**src/rtl/cont_sq_pkg.sv**
```systemverilog
package cont_sq_pkg;
  localparam logic [31:0] CONT_WORD = 32'h9999AA7C;
  localparam logic [31:0] DBG_WORD  = 32'hDEADBEEF;

  typedef enum logic [1:0] {
    SEL_LIT  = 2'd0,
    SEL_CONT = 2'd1,
    SEL_FILL = 2'd2
  } sel_e;
endpackage

```
**src/rtl/cont_sq_edge.sv**
```systemverilog
module cont_sq_edge #(
  parameter int unsigned W = 2
) (
  input  logic         clk_i,
  input  logic         rst_ni,
  input  logic [W-1:0] lvl_i,
  output logic [W-1:0] rise_o
);
  logic [W-1:0] lvl_q;

  always_ff @(posedge clk_i or negedge rst_ni) begin
    if (!rst_ni) lvl_q <= '0;
    else         lvl_q <= lvl_i;
  end

  for (genvar g = 0; g < W; g++) begin : g_rise
    assign rise_o[g] = lvl_i[g] & ~lvl_q[g];
  end
endmodule

```
**src/rtl/cont_sq_run.sv**
```systemverilog
module cont_sq_run
  import cont_sq_pkg::*;
#(
  parameter int unsigned WORD_W     = 32,
  parameter int unsigned CONT_AFTER = 2
) (
  input  logic              clk_i,
  input  logic              rst_ni,
  input  logic [WORD_W-1:0] word_i,
  input  logic              prim_i,
  input  logic              cont_en_i,
  output sel_e              sel_o
);
  localparam int unsigned CNT_W = $clog2(CONT_AFTER + 1);
  localparam logic [CNT_W-1:0] CNT_MAX = CNT_W'(CONT_AFTER);

  logic [WORD_W-1:0] last_q;
  logic [CNT_W-1:0]  run_q, run_d;
  logic              squash_q, squash_d;
  logic              match;

  assign match = prim_i && (run_q != '0) && (word_i == last_q);

  always_comb begin
    if (!prim_i)              run_d = '0;
    else if (!match)          run_d = CNT_W'(1);
    else if (run_q < CNT_MAX) run_d = run_q + CNT_W'(1);
    else                      run_d = run_q;
  end

  always_comb begin
    sel_o    = SEL_LIT;
    squash_d = 1'b0;
    if (cont_en_i && match) begin
      if (squash_q) begin
        sel_o    = SEL_FILL;
        squash_d = 1'b1;
      end else if (run_q >= CNT_MAX) begin
        sel_o    = SEL_CONT;
        squash_d = 1'b1;
      end
    end
  end

  always_ff @(posedge clk_i or negedge rst_ni) begin
    if (!rst_ni) begin
      last_q   <= '0;
      run_q    <= '0;
      squash_q <= 1'b0;
    end else begin
      if (prim_i) last_q <= word_i;
      run_q    <= run_d;
      squash_q <= squash_d;
    end
  end
endmodule

```
**src/rtl/cont_sq_fill.sv**
```systemverilog
module cont_sq_fill #(
  parameter int unsigned WORD_W = 32,
  parameter int unsigned LFSR_W = 16,
  parameter logic [LFSR_W-1:0] TAPS = 16'hD008,
  parameter logic [LFSR_W-1:0] SEED = 16'hFFFF
) (
  input  logic              clk_i,
  input  logic              rst_ni,
  input  logic              adv_i,
  output logic [WORD_W-1:0] junk_o
);
  localparam int unsigned STEPS = WORD_W / LFSR_W;

  logic [LFSR_W-1:0] st_q;
  logic [LFSR_W-1:0] chain [STEPS+1];

  assign chain[0] = st_q;

  for (genvar k = 0; k < STEPS; k++) begin : g_step
    assign chain[k+1] = {chain[k][LFSR_W-2:0], ^(chain[k] & TAPS)};
    assign junk_o[WORD_W-1-k*LFSR_W -: LFSR_W] = chain[k+1];
  end

  always_ff @(posedge clk_i or negedge rst_ni) begin
    if (!rst_ni)    st_q <= SEED;
    else if (adv_i) st_q <= chain[STEPS];
  end
endmodule

```
**src/rtl/cont_sq_tx.sv**
```systemverilog
module cont_sq_tx
  import cont_sq_pkg::*;
#(
  parameter int unsigned WORD_W     = 32,
  parameter int unsigned LFSR_W     = 16,
  parameter int unsigned CONT_AFTER = 2
) (
  input  logic              clk_i,
  input  logic              rst_ni,
  input  logic [WORD_W-1:0] in_word_i,
  input  logic              in_prim_i,
  input  logic              in_crc_i,
  input  logic              in_eof_i,
  input  logic              cont_en_i,
  input  logic              dbg_fill_i,
  input  logic              tx_bad_crc_i,
  input  logic              rx_bad_crc_i,
  output logic [WORD_W-1:0] out_word_o,
  output logic              out_prim_o,
  output logic              out_eof_o,
  output logic              rx_crc_err_o
);
  localparam int unsigned N_CTL = 2;
  localparam int unsigned I_TX  = 0;
  localparam int unsigned I_RX  = 1;

  sel_e              sel;
  logic [N_CTL-1:0]  rise;
  logic [WORD_W-1:0] junk;
  logic              junk_adv;
  logic              pend_q;
  logic              crc_hit;
  logic [WORD_W-1:0] word_d;
  logic              prim_d;

  cont_sq_edge #(.W(N_CTL)) u_edge (
    .clk_i  (clk_i),
    .rst_ni (rst_ni),
    .lvl_i  ({rx_bad_crc_i, tx_bad_crc_i}),
    .rise_o (rise)
  );

  cont_sq_run #(.WORD_W(WORD_W), .CONT_AFTER(CONT_AFTER)) u_run (
    .clk_i     (clk_i),
    .rst_ni    (rst_ni),
    .word_i    (in_word_i),
    .prim_i    (in_prim_i),
    .cont_en_i (cont_en_i),
    .sel_o     (sel)
  );

  assign junk_adv = (sel == SEL_FILL) && !dbg_fill_i;

  cont_sq_fill #(.WORD_W(WORD_W), .LFSR_W(LFSR_W)) u_fill (
    .clk_i  (clk_i),
    .rst_ni (rst_ni),
    .adv_i  (junk_adv),
    .junk_o (junk)
  );

  assign crc_hit = (sel == SEL_LIT) && in_crc_i && !in_prim_i && pend_q;

  always_comb begin
    unique case (sel)
      SEL_CONT: begin word_d = CONT_WORD; prim_d = 1'b1; end
      SEL_FILL: begin word_d = dbg_fill_i ? DBG_WORD : junk; prim_d = 1'b0; end
      default:  begin
        word_d = crc_hit ? ~in_word_i : in_word_i;
        prim_d = in_prim_i;
      end
    endcase
  end

  always_ff @(posedge clk_i or negedge rst_ni) begin
    if (!rst_ni) begin
      out_word_o   <= '0;
      out_prim_o   <= 1'b0;
      out_eof_o    <= 1'b0;
      rx_crc_err_o <= 1'b0;
      pend_q       <= 1'b0;
    end else begin
      out_word_o   <= word_d;
      out_prim_o   <= prim_d;
      out_eof_o    <= in_eof_i;
      rx_crc_err_o <= rise[I_RX];
      if (rise[I_TX])   pend_q <= 1'b1;
      else if (crc_hit) pend_q <= 1'b0;
    end
  end
endmodule

```
**config.mk**
```make
export PLATFORM = sky130hd
export DESIGN_NAME = cont_sq_tx
export DESIGN_NICKNAME = d
export VERILOG_FILES = /design/src/rtl/cont_sq_pkg.sv /design/src/rtl/cont_sq_edge.sv /design/src/rtl/cont_sq_run.sv /design/src/rtl/cont_sq_fill.sv /design/src/rtl/cont_sq_tx.sv
export SDC_FILE = /design/constraint.sdc
export NUM_CORES = 1
export LEC_CHECK = 0
export CAP_MARGIN = 0
export CORE_MARGIN = 4
export CORE_UTILIZATION = 40
export DETAILED_ROUTE_END_ITERATION = 8
export DONT_BUFFER_PORTS = 1
export PLACE_DENSITY = 0.54
export SLEW_MARGIN = 20
export SYNTH_ARGS = -nofsm -noshare
export SYNTH_HDL_FRONTEND = slang
export SYNTH_SLANG_ARGS = --single-unit
```
**constraint.sdc**
```tcl
create_clock -name clk_i -period 4.7 [get_ports clk_i]
set_clock_uncertainty 0.1 [all_clocks]
set_input_delay 0.94 -clock clk_i [delete_from_list [all_inputs] [get_ports clk_i]]
set_output_delay 0.94 -clock clk_i [all_outputs]
set_load 0.005 [all_outputs]
```
======== After elaboration in Yosys (flattened, before gate mapping) ========
Cells that the tools add are included.
word-level totals
  output and inout port bits .............. 35
  latch bits .............................. 0
  memories kept ........................... 0
  memory bits (read-only) ................. 0
  input bits .............................. 41
  memory bits (writable) .................. 0
  register bits after elaboration ......... 89
cells by class
  $lt $le $gt $ge ......................... 2
  shifts and indexed selects .............. 0
  bitwise operators ....................... 5
  add/subtract/negate cells ............... 1
  equality and inequality tests ........... 4
  divide/modulo/power cells ............... 0
  reductions and logical operators ........ 14
  multiplexer cells ....................... 15
  multiply operators ...................... 0
operator list
  cell                                                                    count
  32-bit two-way mux                                                      2
  32-bit one-hot mux with 2 select lines                                  1
  32-bit equality test                                                    1
  32-bit inverter                                                         1
  16-bit parity                                                           2
  2-bit two-way mux                                                       5
  1-bit logical AND                                                       7
  1-bit two-way mux                                                       6
  2-bit nonzero test                                                      2
  3-bit != test (second input constant)                                   1
  2-bit by 1-bit adder with 2-bit output (second input constant)          1
  1-bit AND                                                               2
  2-bit by 1-bit equality test with 1-bit output (second input constant)  1
  2-bit equality test (second input constant)                             1
  2-bit >= comparator (second input constant)                             1
  1-bit logical NOT                                                       2
  2-bit logical NOT                                                       1
  2-bit < comparator (second input constant)                              1
  1-bit inverter                                                          2
  1-bit one-hot mux with 2 select lines                                   1

======== Logic depth before layout (Yosys ltp) ========
  depth after elaboration ................. 11
  depth in mapped cells ................... 12
  depth with buffers taken out ............ 11

======== Hierarchy ========
Synthesis repeated with hierarchy kept, for this count alone.
unflattened totals
  cell total of the unflattened synthesis .. 365
  area total of the unflattened synthesis .. 4,623.2 um^2
by module, submodules not included
  module        sequential area each (um^2)  times used  cells each  area an instance (um^2)
  cont_sq_tx    900.9                        1           158         1,938.1
  cont_sq_run   875.8                        1           133         1,716.6
  cont_sq_fill  420.4                        1           70          890.9
  cont_sq_edge  50.0                         1           4           77.6

======== Worst setup path before layout ========
Ideal clock, no wire load.
  kind .................................... input to register
  from .................................... input in_word_i[23]
  to ...................................... register out_word_o[17]
  path buffers ............................ 2
  cell stages on the path ................. 11
  slack ................................... 1.500 ns
  setup time .............................. 0.077 ns
  required time ........................... 4.523 ns
  arrival time ............................ 3.022 ns
  path through ............................ xor2_1 > nor4_1 > nand4_1 > nor2_1 > and4_1 > ha_1 > nor2b_1 > clkbuf_1 > clkbuf_1 > nand2_1 > a21oi_1
between the ends
  word-level cells in the longest chain between the ends .. 10
  elaborated cells on any way between the ends .. 12
  those cells by class .................... eq/ne: 3; mux: 3; reduce/logical: 6
ends and longest elaborated chain
  item                                      line               text
  from (decl)                               cont_sq_tx.sv:10   input logic [WORD_W-1:0] in_word_i,
  32-bit equality test *                    cont_sq_run.sv:22  assign match = prim_i && (run_q != '0) && (word_i == last_q);
  1-bit logical AND *                       cont_sq_run.sv:22
  1-bit logical AND *                       cont_sq_run.sv:34  if (cont_en_i && match) begin
  2-bit two-way mux *                       cont_sq_run.sv:34
  2-bit logical NOT                         cont_sq_tx.sv:61   assign crc_hit = (sel == SEL_LIT) && in_crc_i && !in_prim_i && pend_q;
  1-bit logical AND (3 in series)           cont_sq_tx.sv:61
  32-bit two-way mux                        cont_sq_tx.sv:68   word_d = crc_hit ? ~in_word_i : in_word_i;
  32-bit one-hot mux with 2 select lines *  cont_sq_tx.sv:64   unique case (sel)
  via word_d[17]                            cont_sq_tx.sv:33   logic [WORD_W-1:0] word_d;
  to (signal assigned)                      cont_sq_tx.sv:82   out_word_o <= word_d;
  to (decl)                                 cont_sq_tx.sv:18   output logic [WORD_W-1:0] out_word_o,
The timed path passes the listed nets; every way through them passes the cells marked *.
A chain may end at the register's enable or synchronous reset.

======== Worst setup path in the final report ========
  from .................................... input in_word_i[19]
  to ...................................... register out_word_o[14]
Same word-level chain as after synthesis.

==> summary.md <==
| Metric | Value |
|---|---|
| Setup crit start kind | primary input |
| Num CTS Buffers | 9 |
| Global-route wire length before repair | 14800 µm |
| Tot GR Track Use | 16.6% |
| Layout cells sized above 1 | 17.9% |
| CP most frequent cell | nand2_1 |
| Worst Tran Pin Value | around 0.64 ns |
| Slew headroom | a little under three fifths |
| Detailed placement HPWL | between 6000 and 7000 µm |
| Die Height | roughly 110 µm |
| Status | completed |
| Most frequent cells after synthesis | 73 x dfrtp_1, 50 x nand2_1, 36 x xor2_1 |
| Leading area contributor after synthesis | dfrtp_1 |
| Critical-path cell list | xor2_1 > nor4_1 > nand2_1 > nor2_1 > and4_1 > ha_1 > nor2b_1 > buf_4 > nand2_1 > a21oi_1 |
| Total Neg Setup Slack | 0 ns |
| Detailed Route WL | approximately 9400 µm |
| Post-route insts no fill | 513 |
| Setup Buffers After CTS | 0 |
| Fin. max-slew vios | 0 |
| Sink Count | 89 |
| Top Family by Delay on Critical Path | simple AND/OR/NAND/NOR gates |
| Nets | 420 |
| Area Overhead vs Synth | 7.97% |
| Flops & latches, synth | just under 90 |
| Synth Area per Inst | around 11 µm² |
| Initial Util | between 40% and 50% |
| Synth top area share | around 44% |
| CTS max path bufs | 2 |
| Ant. Diodes | 0 |
| Worst hold slack | 0.172 ns |
| CTS tree | built |
| Register area | 2250 µm² |
| Multi-input logic area | 1790 µm² |
| GPL Wtd Cong | 0.852 |
| FP Rows | 36 |
| Clk_lat worst skew | 0.36 ns |
| Antenna Nets Post-Route | 0 |
| Residual DRC | 0 |
| Final Critical Period | about 3.4 ns |
| Clock slew at reported path FFs | approximately 0.09 ns |
| HP Class | primary input to async pin |
| I/O pin total | 76 |
| PostCTS Resize Cnt | 0 |
| Unique masters post-synth | 29 |
| Max cap viols | 0 |
| Crit path buf inv count | 1 |
| CP Max Fanout | 18 |
| Yosys warnings | 0 |
| DRT Pass-1 Iters | 4 |
| Die Area | between 10000 and 15000 µm² |
| Core area | a little under 10000 µm² |
| Seq/Total Area, Yosys | a little over half |
| Cell leakage power | 0.00190 µW |
| CTS Hold Bufs | 0 |
| Arrival @ worst endpoint | 3.60 ns |
| Mapped cell area | 4130 µm² |
| Die W | between 100 and 150 µm |
| GR Overflow Total | 0 |
| Clock root buffer | clkbuf_8 |
| IR drop worst, VDD | 0.000134 V |
| Post-synth EDFFs | 0 |
| Post-Synthesis Cells | between 300 and 400 |
| Vias | about 2600 |
| Slowest CP cell | ha_1 |
| Placed insts | roughly 500 |
| Worst setup margin | 1.29 ns |
| Place WS | approximately 0.88 ns |
| Vias per inst | 5.06 |
| Final period utilization | 72.6% |
| Achievable frequency | ~0.29 GHz |
| CP required | between 4 and 5 ns |
| Async SR Flop Fraction | 100% |
| Initial antenna violation count | 0 |
| Ys flop type | dfrtp_1 |
| H-tree lvl count | 3 |
| Crit Path Class | primary input to flop |
| Iteration-0 DRC Markers | 100 |
| Vias in the first global route | about 2700 |
| CP peak stage delay | approximately 0.49 ns |
| Fill count | between 900 and 1000 |
| Final Hold Viols | 0 |
| Most instantiated library cell after synthesis | dfrtp_1 |
| IO buf count | 0 |
| RSZ-0062 raised after global routing | no |
| WL per Instance | 18.3 µm |
| Setup crit end kind | flop |
| Synth top area cells | dfrtp_1 44%, dfstp_2 10%, mux2_2 9.0%, xor2_1 7.6%, xnor2_1 7.2% |
| Mapped Nets | roughly 430 |
| Largest net degree at the start of global routing | 90 |
| Setup Viol. Count Final | 0 |
| PwrDens | approximately 350 nW/µm² |
worst register-to-register path: stages, from the launching register on:
cell	delay (ns)
dfrtp_1	0.40
xor2_1	0.16
nor4_1	0.45
nand2_1	0.17
nor2_1	0.32
and4_1	0.25
ha_1	0.49
nor2b_1	0.32
buf_4	0.25
nand2_1	0.13
a21oi_1	0.15
cell type report:
cell class                 instances  area share [%]
timing repair buffer               5           0.842
clock inverter                     2           0.842
multi-input combinational        267            40.1
tap                              133            3.73
sequential                        89            50.4
inverter                           3           0.253
clock buffer                      14            3.87
path summary, 6_finish.rpt:
path / depth (start not counted) / startpoint / endpoint / slack [ns]
max: 10 / in_word_i[19] / out_word_o[14] / 1.29
min: 0 / rst_ni / out_eof_o / 0.17
max reg2reg: 10 / u_run.last_q[19] / out_word_o[14] / 1.44
min reg2reg: 1 / u_edge.lvl_q[1] / rx_crc_err_o / 0.30
max in group asynchronous: 0 / rst_ni / u_fill.st_q[10] / 4.10
min in group clk_i: 1 / u_edge.lvl_q[1] / rx_crc_err_o / 0.30
where the power goes:
group / switching [µW] / internal (µW)
Clock: 266 / 290
Combinational: 55.6 / 76.7
Sequential: 38.0 / 827
flip-flops by register name (all words and copies together), names as in the netlist:
name and count:
rx_crc_err_o 1, out_prim_o 1, u_run.squash_q 1, pend_q 1
u_run.last_q 32, out_word_o 32, u_edge.lvl_q 2, out_eof_o 1
u_fill.st_q 16, u_run.run_q 2
cell families (layout without fill, tap and decap cells):
logic type | Yosys count | after routing | share of synthesized area (%)
buf+inv | 24 | 24 | 2.33
flops | 89 | 89 | 54.4
simple gates | 108 | 108 | 11.3
mux | 33 | 33 | 9.00
fa+ha+maj | 4 | 4 | 1.21
xor+xnor | 70 | 70 | 14.8
compound gates | 52 | 52 | 6.85
cell usage in the layout (no fill, tap or decap), drive strengths merged:
cell type,instances
nand4b,1
o41a,1
o2111a,1
xnor2,34
a41o,1
dfrtp,73
nand3,1
a21oi,28
and2,1
nor4,7
and3,1
nor2b,3
nand4,3
bufinv,1
nand2b,1
clkinvlp,1
mux2,33
ha,4
xor2,36
and4,2
clkbuf,14
nor3b,1
o21ai,19
inv,3
o211ai,2
nor3,2
buf,5
nand2,50
nor2,35
dfstp,16
through the flow:
stage               total power, µW  utilization, %  instance area (µm²)
CTS                            1580            45.0                 4460
floorplan                       987               -                 4130
global placement               1010            42.9                 4250
finish                         1550            45.0                 4460
global route                   1630            45.0                 4460
detailed placement             1020            42.9                 4250
per-layer routing:
metal | up-vias | GRT usage [%] | share of wire (%)
li1 | 1249 | - | -
met1 | 1274 | 22.7 | 46
met2 | 57 | 24.1 | 45
met3 | 14 | 6.17 | 7.3
met4 | 0 | 6.06 | 1.8
met5 | - | 0 | 0
Note: power is estimated with default switching activity, not from simulation.
